===== config.mk =====
export PLATFORM = sky130hd
export DESIGN_NAME = sup_reset_ctrl
export DESIGN_NICKNAME = d
export VERILOG_FILES = /design/src/rtl/sup_pkg.sv /design/src/rtl/sup_sync.sv /design/src/rtl/sup_start_det.sv /design/src/rtl/sup_hold_timer.sv /design/src/rtl/sup_wdog.sv /design/src/rtl/sup_reset_ctrl.sv
export SDC_FILE = /design/constraint.sdc
export NUM_CORES = 1
export LEC_CHECK = 0
export BUFFER_PORTS_ARGS = -buffer_cell sky130_fd_sc_hd__buf_2
export CAP_MARGIN = 0
export CORE_AREA = 2 2 54 56
export CTS_CLUSTER_DIAMETER = 200
export DETAILED_ROUTE_END_ITERATION = 6
export DIE_AREA = 0 0 56 58
export GPL_TIMING_DRIVEN = 0
export PLACE_DENSITY = 0.76
export SYNTH_ARGS = -nofsm -noshare
export SYNTH_HDL_FRONTEND = slang
export SYNTH_HIERARCHICAL = 1
export SYNTH_SLANG_ARGS = --single-unit

===== constraint.sdc =====
create_clock -name clk -period 6.6 [get_ports clk]
set_input_delay 0 -clock clk [delete_from_list [all_inputs] [get_ports clk]]
set_output_delay 0 -clock clk [all_outputs]
set_load 0.01 [all_outputs]

===== src/rtl/sup_pkg.sv =====
package sup_pkg;
  typedef enum logic [1:0] {
    WD_OFF   = 2'd0,
    WD_SHORT = 2'd1,
    WD_MED   = 2'd2,
    WD_LONG  = 2'd3
  } wd_sel_e;
endpackage


===== src/rtl/sup_sync.sv =====
module sup_sync #(
  parameter int W = 1,
  parameter logic [W-1:0] RST_VAL = '0
) (
  input  logic         clk,
  input  logic         rst_n,
  input  logic [W-1:0] d,
  output logic [W-1:0] q
);
  logic [W-1:0] meta_q;

  always_ff @(posedge clk or negedge rst_n) begin
    if (!rst_n) begin
      meta_q <= RST_VAL;
      q      <= RST_VAL;
    end else begin
      meta_q <= d;
      q      <= meta_q;
    end
  end
endmodule


===== src/rtl/sup_start_det.sv =====
module sup_start_det (
  input  logic clk,
  input  logic rst_n,
  input  logic scl_s,
  input  logic sda_s,
  output logic kick
);
  logic sda_prev_q;

  always_ff @(posedge clk or negedge rst_n) begin
    if (!rst_n) sda_prev_q <= 1'b1;
    else        sda_prev_q <= sda_s;
  end

  assign kick = sda_prev_q & ~sda_s & scl_s;


  kick_single_chk: assert property (@(posedge clk) disable iff (!rst_n)
    kick |=> !kick);
endmodule


===== src/rtl/sup_hold_timer.sv =====
module sup_hold_timer #(
  parameter int HOLD_TICKS = 250
) (
  input  logic clk,
  input  logic rst_n,
  input  logic tick,
  input  logic low_supply,
  input  logic wd_expire,
  output logic hold_act
);
  localparam int HCW = (HOLD_TICKS > 1) ? $clog2(HOLD_TICKS) : 1;
  localparam logic [HCW-1:0] LAST = HCW'(HOLD_TICKS - 1);

  logic [HCW-1:0] cnt_q, cnt_d;
  logic           act_d;

  always_comb begin
    cnt_d = cnt_q;
    act_d = hold_act;
    if (low_supply || wd_expire) begin
      act_d = 1'b1;
      cnt_d = '0;
    end else if (hold_act && tick) begin
      if (cnt_q == LAST) begin
        act_d = 1'b0;
        cnt_d = '0;
      end else begin
        cnt_d = cnt_q + HCW'(1);
      end
    end
  end

  always_ff @(posedge clk or negedge rst_n) begin
    if (!rst_n) begin
      hold_act <= 1'b1;
      cnt_q    <= '0;
    end else begin
      hold_act <= act_d;
      cnt_q    <= cnt_d;
    end
  end


  low_restarts_hold_chk: assert property (@(posedge clk) disable iff (!rst_n)
    low_supply |=> (hold_act && cnt_q == '0));


  release_on_good_tick_chk: assert property (@(posedge clk) disable iff (!rst_n)
    $fell(hold_act) |-> (!$past(low_supply) && $past(tick)));


  hold_frozen_no_tick_chk: assert property (@(posedge clk) disable iff (!rst_n)
    (!tick && !low_supply && !wd_expire) |=> $stable(cnt_q));
endmodule


===== src/rtl/sup_wdog.sv =====
module sup_wdog
  import sup_pkg::*;
#(
  parameter int SHORT_T = 200,
  parameter int MED_T   = 600,
  parameter int LONG_T  = 1400
) (
  input  logic       clk,
  input  logic       rst_n,
  input  logic       tick,
  input  logic [1:0] wd_sel,
  input  logic       kick,
  input  logic       rst_act,
  output logic       expire
);
  localparam int MAX_SM = (SHORT_T > MED_T) ? SHORT_T : MED_T;
  localparam int MAX_T  = (MAX_SM > LONG_T) ? MAX_SM : LONG_T;
  localparam int WCW    = $clog2(MAX_T + 1);

  logic           cfg_loaded;
  wd_sel_e        cfg_sel;
  logic [WCW-1:0] cnt_q, cnt_d, limit;
  logic           run;

  always_comb begin
    case (cfg_sel)
      WD_SHORT: limit = WCW'(SHORT_T);
      WD_MED:   limit = WCW'(MED_T);
      WD_LONG:  limit = WCW'(LONG_T);
      default:  limit = '0;
    endcase
  end

  assign run    = cfg_loaded && (cfg_sel != WD_OFF) && !rst_act;
  assign expire = run && tick && !kick && (cnt_q == limit - WCW'(1));

  always_comb begin
    cnt_d = cnt_q;
    if (!run || kick || expire) cnt_d = '0;
    else if (tick)              cnt_d = cnt_q + WCW'(1);
  end

  always_ff @(posedge clk or negedge rst_n) begin
    if (!rst_n) begin
      cfg_loaded <= 1'b0;
      cfg_sel    <= WD_OFF;
      cnt_q      <= '0;
    end else begin
      if (!cfg_loaded) begin
        cfg_loaded <= 1'b1;
        cfg_sel    <= wd_sel_e'(wd_sel);
      end
      cnt_q <= cnt_d;
    end
  end


  wd_cnt_bound_chk: assert property (@(posedge clk) disable iff (!rst_n)
    run |-> (cnt_q < limit));


  cfg_frozen_chk: assert property (@(posedge clk) disable iff (!rst_n)
    cfg_loaded |=> $stable(cfg_sel));


  no_count_in_reset_chk: assert property (@(posedge clk) disable iff (!rst_n)
    rst_act |=> (cnt_q == '0));


  off_never_expires_chk: assert property (@(posedge clk) disable iff (!rst_n)
    (cfg_loaded && cfg_sel == WD_OFF) |-> !expire);
endmodule


===== src/rtl/sup_reset_ctrl.sv =====
module sup_reset_ctrl #(
  parameter int TICKS_PER_MS = 1,
  parameter int HOLD_MS      = 250,
  parameter int WD_SHORT_MS  = 200,
  parameter int WD_MED_MS    = 600,
  parameter int WD_LONG_MS   = 1400,
  parameter bit ACTIVE_HIGH  = 1'b0
) (
  input  logic       clk,
  input  logic       rst_n,
  input  logic       tick,
  input  logic       low_supply,
  input  logic       scl_in,
  input  logic       sda_in,
  input  logic [1:0] wd_sel,
  output logic       reset_out
);
  localparam int HOLD_TICKS = HOLD_MS * TICKS_PER_MS;
  localparam int SHORT_T    = WD_SHORT_MS * TICKS_PER_MS;
  localparam int MED_T      = WD_MED_MS * TICKS_PER_MS;
  localparam int LONG_T     = WD_LONG_MS * TICKS_PER_MS;

  logic [1:0] bus_s;
  logic       kick, wd_expire, hold_act, rst_act;

  sup_sync #(.W(2), .RST_VAL(2'b11)) u_bus_sync (
    .clk   (clk),
    .rst_n (rst_n),
    .d     ({scl_in, sda_in}),
    .q     (bus_s)
  );

  sup_start_det u_start_det (
    .clk   (clk),
    .rst_n (rst_n),
    .scl_s (bus_s[1]),
    .sda_s (bus_s[0]),
    .kick  (kick)
  );

  sup_hold_timer #(.HOLD_TICKS(HOLD_TICKS)) u_hold (
    .clk        (clk),
    .rst_n      (rst_n),
    .tick       (tick),
    .low_supply (low_supply),
    .wd_expire  (wd_expire),
    .hold_act   (hold_act)
  );

  assign rst_act = low_supply | hold_act;

  sup_wdog #(.SHORT_T(SHORT_T), .MED_T(MED_T), .LONG_T(LONG_T)) u_wdog (
    .clk     (clk),
    .rst_n   (rst_n),
    .tick    (tick),
    .wd_sel  (wd_sel),
    .kick    (kick),
    .rst_act (rst_act),
    .expire  (wd_expire)
  );

  generate
    if (ACTIVE_HIGH) begin : g_pol_hi
      assign reset_out = rst_act;
    end else begin : g_pol_lo
      assign reset_out = ~rst_act;
    end
  endgenerate


  expire_asserts_rst_chk: assert property (@(posedge clk) disable iff (!rst_n)
    wd_expire |=> rst_act);
endmodule


==> impl_metrics.tcl <==
set metrics [dict create \
    outcome "complete, no violations" \
    synthFlopType "dfrtp_1" \
    worst_slew_pin_slew_ps 676 \
    ys_ff_latch 28 \
    io_buffers 8 \
    overflow 0 \
    ant_nets 0 \
    placed_cells 187 \
    drive_gt1_share_pct 19.9 \
    startpoint_type "flip-flop" \
    whs_endpoint "u_hold/hold_act" \
    hold_violations 0 \
    clk_pin_slew_ps 150 \
    slew_viol_final 0 \
    die_w_um 56 \
    syn-instance-count 148 \
    yosysUniqueCellTypes 40 \
    num_vias 1190 \
    irDropWorstVdd_mv 0.132 \
    holdCritPathClass "in -> reg" \
    min_period_ps 2780 \
    layout.cells.non_filler 197 \
    rsz0062_at_grt "no" \
    fin_area_um2 1690 \
    drt_first_pass_iters 4 \
    grt_usage_pct 20.0 \
    period_share_pct 42.1 \
    ys_warn_count 6 \
    synth_area_um2 1530 \
    avgSynthCellArea_um2 10.3 \
    crit_type "reg -> reg" \
    cts_tree "built" \
    start_util_pct 57.4 \
    maxSlewHeadroom_pct 54.3 \
    hp-start "tick" \
    htreeDepth 1 \
    clk_latency_ps 330 \
    fmax_ghz 0.360 \
    synth-async-reset-ratio_pct 100 \
    die-area_um2 3250 \
    crit_fanout 10 \
    top_level_ports 9 \
    r2r_cells 8 \
    coreArea_um2 2660 \
    dpl.hpwl_um 2060 \
    gp_congestion 0.800 \
    worstPathArrival_ps 3050 \
    rrSetupSlack_ps 3820 \
    vias_per_cell 6.04 \
    p_leak_nw 0.713 \
    totalWireLength_um 2870 \
    antenna_found_initial 0 \
    cts_made_buffers 3 \
    finClkSkew_ps 9.53 \
    drc_errors 0 \
    diodes 0 \
    cap_violations 0 \
    grt_pass1_vias 1143 \
    multi_input_area_um2 790 \
    post_drt_wl_per_cell_um 14.6 \
    clock_sinks 28 \
    mostFrequentLayoutCells "22 x dfrtp_1, 15 x nand2_1, 9 x nor2_1, 9 x buf_2, 9 x a21oi_1" \
    cts-resized-gates 0 \
    clockRootBuffer "clkbuf_4" \
    hold_depth 4 \
    crit_path_end_kind "flip-flop" \
    final_common_cell "dfrtp_1" \
    synth_edf_count 0 \
    grt_max_degree 29 \
    regArea_um2 708 \
    fill_cells 230 \
    clockBufferDepth 2 \
    fin_tns_setup_ps 0 \
    die_y_um 58 \
    fp-row-count 19 \
    syn_nets 163 \
    required_ps 6870 \
    drt_iter0_markers 43 \
    grt_pass1_wl_um 5050 \
    place_area_um2 1610 \
    layout.nets 182 \
    r2r_start "u_wdog/cfg_sel[0]" \
    setup_viol 0 \
    power.density_nw_per_um2 166 \
    synthToLayoutAreaGrowth_pct 10.8 \
    r2r-end "u_hold/cnt_q[5]" \
    synth-seq-area-share_pct 46.4 \
]
-- metrics by stage --
step / power [mW] / setup WS [ps] / util, % / hold WS, ps
global route: 0.294 / 3570 / 63.6 / 65.7
detailed placement: 0.209 / 3850 / 60.3 / 56.7
CTS: 0.286 / 3840 / 63.6 / 7.55
global placement: 0.207 / 3910 / 60.3 / 35.8
finish: 0.280 / 3820 / 63.6 / 41.6
floorplan: 0.198 / 4200 / - / -296
-- layer usage --
layer	routed length [um]	vias up	track usage, %	share of wire, %
li1	-	572	-	-
met5	0	-	0	0
met4	74	0	10.9	2.6
met2	1480	20	33.9	52
met3	63	9	2.23	2.2
met1	1250	589	25.3	44
-- worst max-delay path, stage by stage (launching register included) --
cell and delay [ps]:
dfrtp_1 450, inv_1 90, ha_1 320, and4b_2 290
nor2_1 50, nor4b_1 630, a211oi_2 210, or4_1 540
a21oi_1 140
-- cell type report --
class                   count  share of cell area [%]
repair buffers             14                    5.91
clock buffers               4                    1.55
inverters                   4                   0.887
multi-input cells         113                    46.6
plain buffers               3                   0.887
well taps                  31                    2.29
flip-flops and latches     28                    41.8
-- timing repair --
action                    in CTS  in global routing
buffers inserted               0                  0
hold buffers                   6                  0
hold endpoints to repair      27                  0
-- where the power goes --
| group | total, mW | leakage, nW | internal, mW | switching [mW] |
|---|---|---|---|---|
| clock | 0.0717 | 0.0150 | 0.0237 | 0.0481 |
| combinational | 0.0287 | 0.336 | 0.0131 | 0.0156 |
| sequential | 0.180 | 0.362 | 0.177 | 0.00304 |
| total | 0.280 | 0.713 | 0.214 | 0.0667 |
-- cells in the mapped netlist (3+ instances only) --
cell / n / area (um2)
and2_1: 3 / 18.8
nor3b_1: 5 / 37.5
dfstp_2: 6 / 158
inv_1: 4 / 15.0
ha_1: 7 / 87.6
nand3_1: 5 / 25.0
xnor2_1: 5 / 43.8
dfrtp_1: 22 / 551
o31ai_1: 5 / 37.5
nand4_1: 4 / 25.0
xor2_1: 5 / 43.8
nor3_1: 3 / 15.0
mux2i_1: 3 / 30.0
nor2_1: 9 / 33.8
a21oi_1: 9 / 45.0
o21ai_0: 7 / 35.0
nand2_1: 15 / 56.3
or4_1: 3 / 22.5
-- kinds of logic (layout without fill, tap and decap cells) --
family                     count (synthesis)  count (layout)  synth area share (%)
and+or+nand+nor                           66              66                  26.9
xor gates and xnor gates                  10              10                  5.73
AOI/OAI and AO/OA                         24              24                  9.58
buffers and inverters                      7              25                  1.97
adders and majority gates                  7               7                  5.73
DFF                                       28              28                  46.4
other                                      1               1                 0.245
muxes                                      5               5                  3.44
-- sequential cells by signal, indices dropped and copies added, names as in the netlist --
register,cells
u_bus_sync/q,2
u_bus_sync/meta_q,2
u_hold/cnt_q,8
u_wdog/cnt_q,11
u_start_det/sda_prev_q,1
u_hold/hold_act,1
u_wdog/cfg_sel,2
u_wdog/cfg_loaded,1
-- worst max path at each step --
stage / from / slack, ps / cells after the start / endpoint
floorplan: u_wdog/cfg_sel[0] / 4200 / 8 / u_hold/cnt_q[5]
global placement: u_wdog/cfg_sel[0] / 3910 / 8 / u_hold/cnt_q[5]
detailed placement: u_wdog/cfg_sel[0] / 3850 / 8 / u_hold/cnt_q[5]
CTS: u_wdog/cfg_sel[0] / 3840 / 8 / u_hold/cnt_q[5]
global route: u_wdog/cfg_sel[0] / 3570 / 8 / u_hold/cnt_q[5]
finish: u_wdog/cfg_sel[0] / 3820 / 8 / u_hold/cnt_q[5]
Power figures use the tool's default switching activity.
